[config.mk]
export PLATFORM = sky130hd
export DESIGN_NAME = ssp_port
export DESIGN_NICKNAME = d
export VERILOG_FILES = /design/src/rtl/ssp_pkg.sv /design/src/rtl/ssp_baud.sv /design/src/rtl/ssp_shift.sv /design/src/rtl/ssp_flags.sv /design/src/rtl/ssp_port.sv
export SDC_FILE = /design/constraint.sdc
export NUM_CORES = 1
export LEC_CHECK = 0
export BUFFER_PORTS_ARGS = -buffer_cell sky130_fd_sc_hd__buf_2
export CAP_MARGIN = 10
export CORE_MARGIN = 1
export CORE_UTILIZATION = 51
export CTS_CLUSTER_SIZE = 30
export DETAILED_ROUTE_END_ITERATION = 10
export PLACE_DENSITY = 0.79
export SLEW_MARGIN = 20
export SYNTH_ARGS = -nofsm -noshare
export SYNTH_HDL_FRONTEND = slang
export SYNTH_SLANG_ARGS = --single-unit
[constraint.sdc]
create_clock -name clk -period 1.9 [get_ports clk]
set_clock_uncertainty 0.2 [all_clocks]
set_input_delay 0.095 -clock clk [delete_from_list [all_inputs] [get_ports clk]]
set_output_delay 0.095 -clock clk [all_outputs]
set_load 0.005 [all_outputs]
[src/rtl/ssp_pkg.sv]
package ssp_pkg;
  typedef enum logic [1:0] {
    REG_CTRL = 2'd0,
    REG_STAT = 2'd1,
    REG_DATA = 2'd2,
    REG_NONE = 2'd3
  } reg_addr_e;

  localparam int CTL_IE_BIT  = 7;
  localparam int CTL_CLR_BIT = 4;
  localparam int ST_DONE_BIT = 7;
  localparam int ST_COL_BIT  = 6;
endpackage

[src/rtl/ssp_baud.sv]
module ssp_baud #(
  parameter int MIN_DIV = 8,
  parameter int RSEL_W  = 2
) (
  input  logic              clk,
  input  logic              rst,
  input  logic              restart,
  input  logic              run,
  input  logic [RSEL_W-1:0] rate,
  output logic              tick
);
  localparam int NRATE   = 1 << RSEL_W;
  localparam int MAX_DIV = MIN_DIV << (NRATE - 1);
  localparam int CNT_W   = $clog2(MAX_DIV / 2);

  logic [RSEL_W-1:0] rate_q;
  logic [CNT_W-1:0]  cnt;
  logic [CNT_W-1:0]  lim;

  // half period for the latched rate, minus one
  always_comb begin
    int half;
    half = (MIN_DIV << ((NRATE - 1) - int'(rate_q))) / 2;
    lim  = CNT_W'(half - 1);
  end

  assign tick = run && !restart && (cnt == lim);

  always_ff @(posedge clk) begin
    if (rst) begin
      cnt    <= '0;
      rate_q <= '0;
    end else if (restart) begin
      cnt    <= '0;
      rate_q <= rate;
    end else if (run) begin
      if (cnt == lim) cnt <= '0;
      else            cnt <= cnt + 1'b1;
    end else begin
      cnt <= '0;
    end
  end
endmodule

[src/rtl/ssp_shift.sv]
module ssp_shift #(
  parameter int DATA_W = 8
) (
  input  logic              clk,
  input  logic              rst,
  input  logic              start,
  input  logic [DATA_W-1:0] tx_data,
  input  logic              tick,
  input  logic              sdi,
  output logic              busy,
  output logic              sck,
  output logic              sdo,
  output logic [DATA_W-1:0] rx_data,
  output logic              fell_seen,
  output logic              last_rise
);
  localparam int BC_W = $clog2(DATA_W);

  logic [DATA_W-1:0] shreg;
  logic [BC_W-1:0]   bitcnt;

  assign last_rise = busy && tick && !sck && (bitcnt == BC_W'(DATA_W - 1));

  always_ff @(posedge clk) begin
    if (rst) begin
      busy      <= 1'b0;
      sck       <= 1'b1;
      sdo       <= 1'b0;
      shreg     <= '0;
      rx_data   <= '0;
      bitcnt    <= '0;
      fell_seen <= 1'b0;
    end else if (start) begin
      shreg     <= tx_data;
      busy      <= 1'b1;
      bitcnt    <= '0;
      fell_seen <= 1'b0;
      sck       <= 1'b1;
    end else if (busy && tick) begin
      if (sck) begin
        sck       <= 1'b0;
        sdo       <= shreg[DATA_W-1];
        fell_seen <= 1'b1;
      end else begin
        sck    <= 1'b1;
        shreg  <= {shreg[DATA_W-2:0], sdi};
        bitcnt <= bitcnt + 1'b1;
        if (last_rise) begin
          busy    <= 1'b0;
          rx_data <= {shreg[DATA_W-2:0], sdi};
        end
      end
    end
  end
endmodule

[src/rtl/ssp_flags.sv]
module ssp_flags (
  input  logic clk,
  input  logic rst,
  input  logic stat_rd,
  input  logic data_acc,
  input  logic w1c,
  input  logic done_evt,
  input  logic col_evt,
  output logic done,
  output logic col,
  output logic armed
);
  logic seq_clr;

  assign seq_clr = data_acc && armed;

  always_ff @(posedge clk) begin
    if (rst) begin
      done  <= 1'b0;
      col   <= 1'b0;
      armed <= 1'b0;
    end else begin
      // status read arms on a set flag, disarms on a clear one
      if (stat_rd)      armed <= done;
      else if (seq_clr) armed <= 1'b0;

      if (done_evt)              done <= 1'b1;
      else if (seq_clr || w1c)   done <= 1'b0;

      if (col_evt)      col <= 1'b1;
      else if (seq_clr) col <= 1'b0;
    end
  end
endmodule

[src/rtl/ssp_port.sv]
module ssp_port
  import ssp_pkg::*;
#(
  parameter int DATA_W  = 8,
  parameter int MIN_DIV = 8,
  parameter int RSEL_W  = 2
) (
  input  logic              clk,
  input  logic              rst,
  input  logic              sel,
  input  logic              we,
  input  logic [1:0]        addr,
  input  logic [DATA_W-1:0] wdata,
  output logic [DATA_W-1:0] rdata,
  output logic              irq,
  output logic              sck,
  output logic              sdo,
  input  logic              sdi
);
  reg_addr_e         ra;
  logic [DATA_W-1:0] ctrl_q;
  logic              ie;
  logic [RSEL_W-1:0] rate;
  logic              data_acc, stat_rd, ctrl_wr, w1c, start;
  logic              busy, fell_seen, last_rise, tick;
  logic              done, col, armed, col_evt;
  logic [DATA_W-1:0] rx_data;

  assign ra       = reg_addr_e'(addr);
  assign data_acc = sel && (ra == REG_DATA);
  assign stat_rd  = sel && !we && (ra == REG_STAT);
  assign ctrl_wr  = sel && we && (ra == REG_CTRL);
  assign w1c      = ctrl_wr && wdata[CTL_CLR_BIT];
  assign start    = data_acc && we && !busy;
  assign col_evt  = data_acc && busy && fell_seen;
  assign ie       = ctrl_q[CTL_IE_BIT];
  assign rate     = ctrl_q[RSEL_W-1:0];
  assign irq      = done && ie;

  always_ff @(posedge clk) begin
    if (rst) begin
      ctrl_q <= '0;
    end else if (ctrl_wr) begin
      ctrl_q              <= wdata;
      ctrl_q[CTL_CLR_BIT] <= 1'b0;
    end
  end

  always_ff @(posedge clk) begin
    if (rst) begin
      rdata <= '0;
    end else if (sel && !we) begin
      unique case (ra)
        REG_CTRL: rdata <= ctrl_q;
        REG_STAT: begin
          rdata              <= '0;
          rdata[ST_DONE_BIT] <= done;
          rdata[ST_COL_BIT]  <= col;
        end
        REG_DATA: rdata <= rx_data;
        default:  rdata <= '0;
      endcase
    end
  end

  ssp_baud #(.MIN_DIV(MIN_DIV), .RSEL_W(RSEL_W)) u_baud (
    .clk(clk), .rst(rst), .restart(start), .run(busy), .rate(rate), .tick(tick)
  );

  ssp_shift #(.DATA_W(DATA_W)) u_shift (
    .clk(clk), .rst(rst), .start(start), .tx_data(wdata), .tick(tick), .sdi(sdi),
    .busy(busy), .sck(sck), .sdo(sdo), .rx_data(rx_data),
    .fell_seen(fell_seen), .last_rise(last_rise)
  );

  ssp_flags u_flags (
    .clk(clk), .rst(rst), .stat_rd(stat_rd), .data_acc(data_acc), .w1c(w1c),
    .done_evt(last_rise), .col_evt(col_evt),
    .done(done), .col(col), .armed(armed)
  );
endmodule

==> metrics.cfg <==
[run_status]
status = finished, final reports clean

[timing]
slew_headroom_pct = 69.7
finalSetupViolCount = 0
drv_slew = 0
tns_ns = 0
rsz0062_at_grt = true
fin_ws_ns = 0.00144
worst_pin_slew_ns = 0.453
hold_viol_final = 0
min_period_ns = 1.90
fmax_ghz = 0.527
fin_crit_sh_pct = 99.9

[yosys]
syn-instance-count = 228
syn-num-nets = 246
mappedNetlistArea_sq_um = 2170
synthArstFlopShare_pct = 0
yosysTopAreaCell = dfxtp_1
yosys_warnings = 0
ys_seq_area_share_pct = 44.2
synth_edf_count = 0
ys_types = 42
yosys.area.top_type_share_pct = 44.2
synth_area_leaders = dfxtp_1, nor2_1, mux2i_1
avgSynthCellArea_sq_um = 9.53
ys.flop_type = dfxtp_1
synth-seq-cells = 48

[cts]
ctsRootBufferMaster = clkbuf_8
cts_sinks = 48
clock_latency_ns = 0.30
h-tree-depth = 2
clk_pin_slew_ns = 0.10
clockBufferDepth = 2
cts_tree = yes
cts_buffers = 5

[worst_setup_path]
worstPathArrival_ns = 1.89
cp-endpoint = u_shift.shreg[1]
r2r_end = u_shift.shreg[1]
crit_path_end_kind = flop
crit_type = flop to flop
r2r_slack_ns = 0.001
crit_fanout = 7
crit_start = u_baud.cnt[3]
crit_path_start_kind = flop
cp.required_ns = 1.89
r2r_start = u_baud.cnt[3]
rr_worst_depth = 6

[worst_hold_path]
hp-class = input port to flop

[final_layout]
final_cell_mix = nor2_1, dfxtp_1, buf_2
syn_to_final_growth_pct = 25.8
nets = 303
finish.instance_area_sq_um = 2730
layout-drive-gt1-share_pct = 28.7
diodes = 0
final_common_cell = nor2_1
seqCellArea_sq_um = 965
multi_input_area_sq_um = 1130
final_util_pct = 67.3
fillers = 322

[routing]
via_per_inst = 5.36
wl_per_cell_um = 14.2
first_pass_iters = 4
dr.first_iter.drc_count = 120
drc = 0
vias = 1802
wirelength_mm = 4.78
ant_nets = 0

[die]
dieWidth_um = 67.3
ios = 26
die_h_um = 67.3
initial_utilization_pct = 53.5
core_area_sq_um = 4060
die_area_sq_um = 4520
num_rows = 23

[placement]
dpl_cell_area_sq_um = 2400
port_buffers = 25
dp_hpwl_mm = 3.19
globalplace.congestion = 0.788
pre_cts_ws_ns = -0.0144

[global_routing]
grt_pass1_vias = 1594
grt_usage_pct = 22.1
grt_overflow = 0
grt_antenna_before_repair = 0
grt_pass1_wl_mm = 7.29
grt_max_degree = 27

[pwr]
peakVddDrop_mv = 0.481
leakage_nw = 1.15
finalPower_mw = 1.79
powerDensity_nw_per_um2 = 654

[flow_run]
maxCapViolCount = 0

Yosys cell counts (4+ instances only):
library cell / n
a211oi_2: 7
nor2_1: 50
buf_6: 5
a22oi_1: 6
o21ai_0: 6
mux2_2: 5
nand3_1: 8
o2bb2a_1: 7
nand2_1: 14
mux2i_1: 18
a21oi_1: 5
dfxtp_1: 48
nor3_1: 4
timing repair:
| action | in CTS | in global routing |
|---|---|---|
| hold endpoints to repair | 22 | 4 |
| resized for setup | 2 | 9 |
| gates cloned | 0 | 0 |
| setup endpoints to repair | 9 | 25 |
| buffers inserted | 0 | 4 |
| hold buffers | 15 | 2 |
| pin swaps | 0 | 3 |
registers in the layout, summed over array words and instances, names as in the netlist:
signal	cells
u_shift.shreg	8
u_flags.col	1
u_baud.cnt	5
u_baud.rate_q	2
u_shift.sdo	1
u_shift.busy	1
u_shift.bitcnt	3
u_shift.fell_seen	1
ctrl_q	7
u_shift.rx_data	8
u_shift.sck	1
u_flags.armed	1
rdata	8
u_flags.done	1
cells by family after synthesis:
group / synth area share [%]
mux: 11.6
buf+inv: 5.18
xor+xnor: 2.02
simple gates: 19.6
compound gates: 15.7
flops: 44.2
fa+ha+maj: 1.73
critical path, stage by stage, from the launching register on:
cell and delay, ns:
dfxtp_2 0.36, or3b_4 0.41, o22ai_4 0.24, o21ai_4 0.12
buf_4 0.18, o2bb2a_1 0.23, a211oi_2 0.04
layout make-up:
cell class | instances | share of cell area (%)
clock inverter | 3 | 0.870
multi-input combinational | 162 | 41.3
sequential | 48 | 35.3
tap | 50 | 2.29
clock buffer | 5 | 2.52
inverter | 3 | 0.412
timing repair buffer | 65 | 17.3
per-stage QoR:
step	instances	hold slack (ns)
floorplan	228	0.0389
global placement	307	0.145
detailed placement	307	0.155
CTS	330	-0.0489
global route	336	0.224
finish	336	0.168
where the power goes:
group | total [mW] | internal (mW) | switching, mW
clock network | 0.615 | 0.261 | 0.354
registers | 1.03 | 1.02 | 0.00929
logic | 0.146 | 0.0708 | 0.0753
per-layer routing:
layer	part of all wire [%]	track usage [%]	vias to the layer above
met5	0	0	-
met4	1.3	9.57	0
met3	3.6	4.56	5
met2	50	37.0	29
met1	45	27.1	858
li1	-	-	910
worst min path at each step:
| stage | slack [ns] | startpoint | cells past startpoint | endpoint |
|---|---|---|---|---|
| 4_1_cts | -0.05 | rst | 2 | u_shift.rx_data[7] |
| 3_3_place_gp | 0.14 | wdata[0] | 3 | ctrl_q[0] |
| 3_5_place_dp | 0.16 | wdata[0] | 3 | ctrl_q[0] |
| 2_1_floorplan | 0.04 | sdi | 2 | u_shift.rx_data[0] |
| 6_report | 0.17 | sel | 5 | rdata[3] |
| 5_1_grt | 0.22 | sel | 5 | rdata[1] |
(Power assumes the default switching activity.)
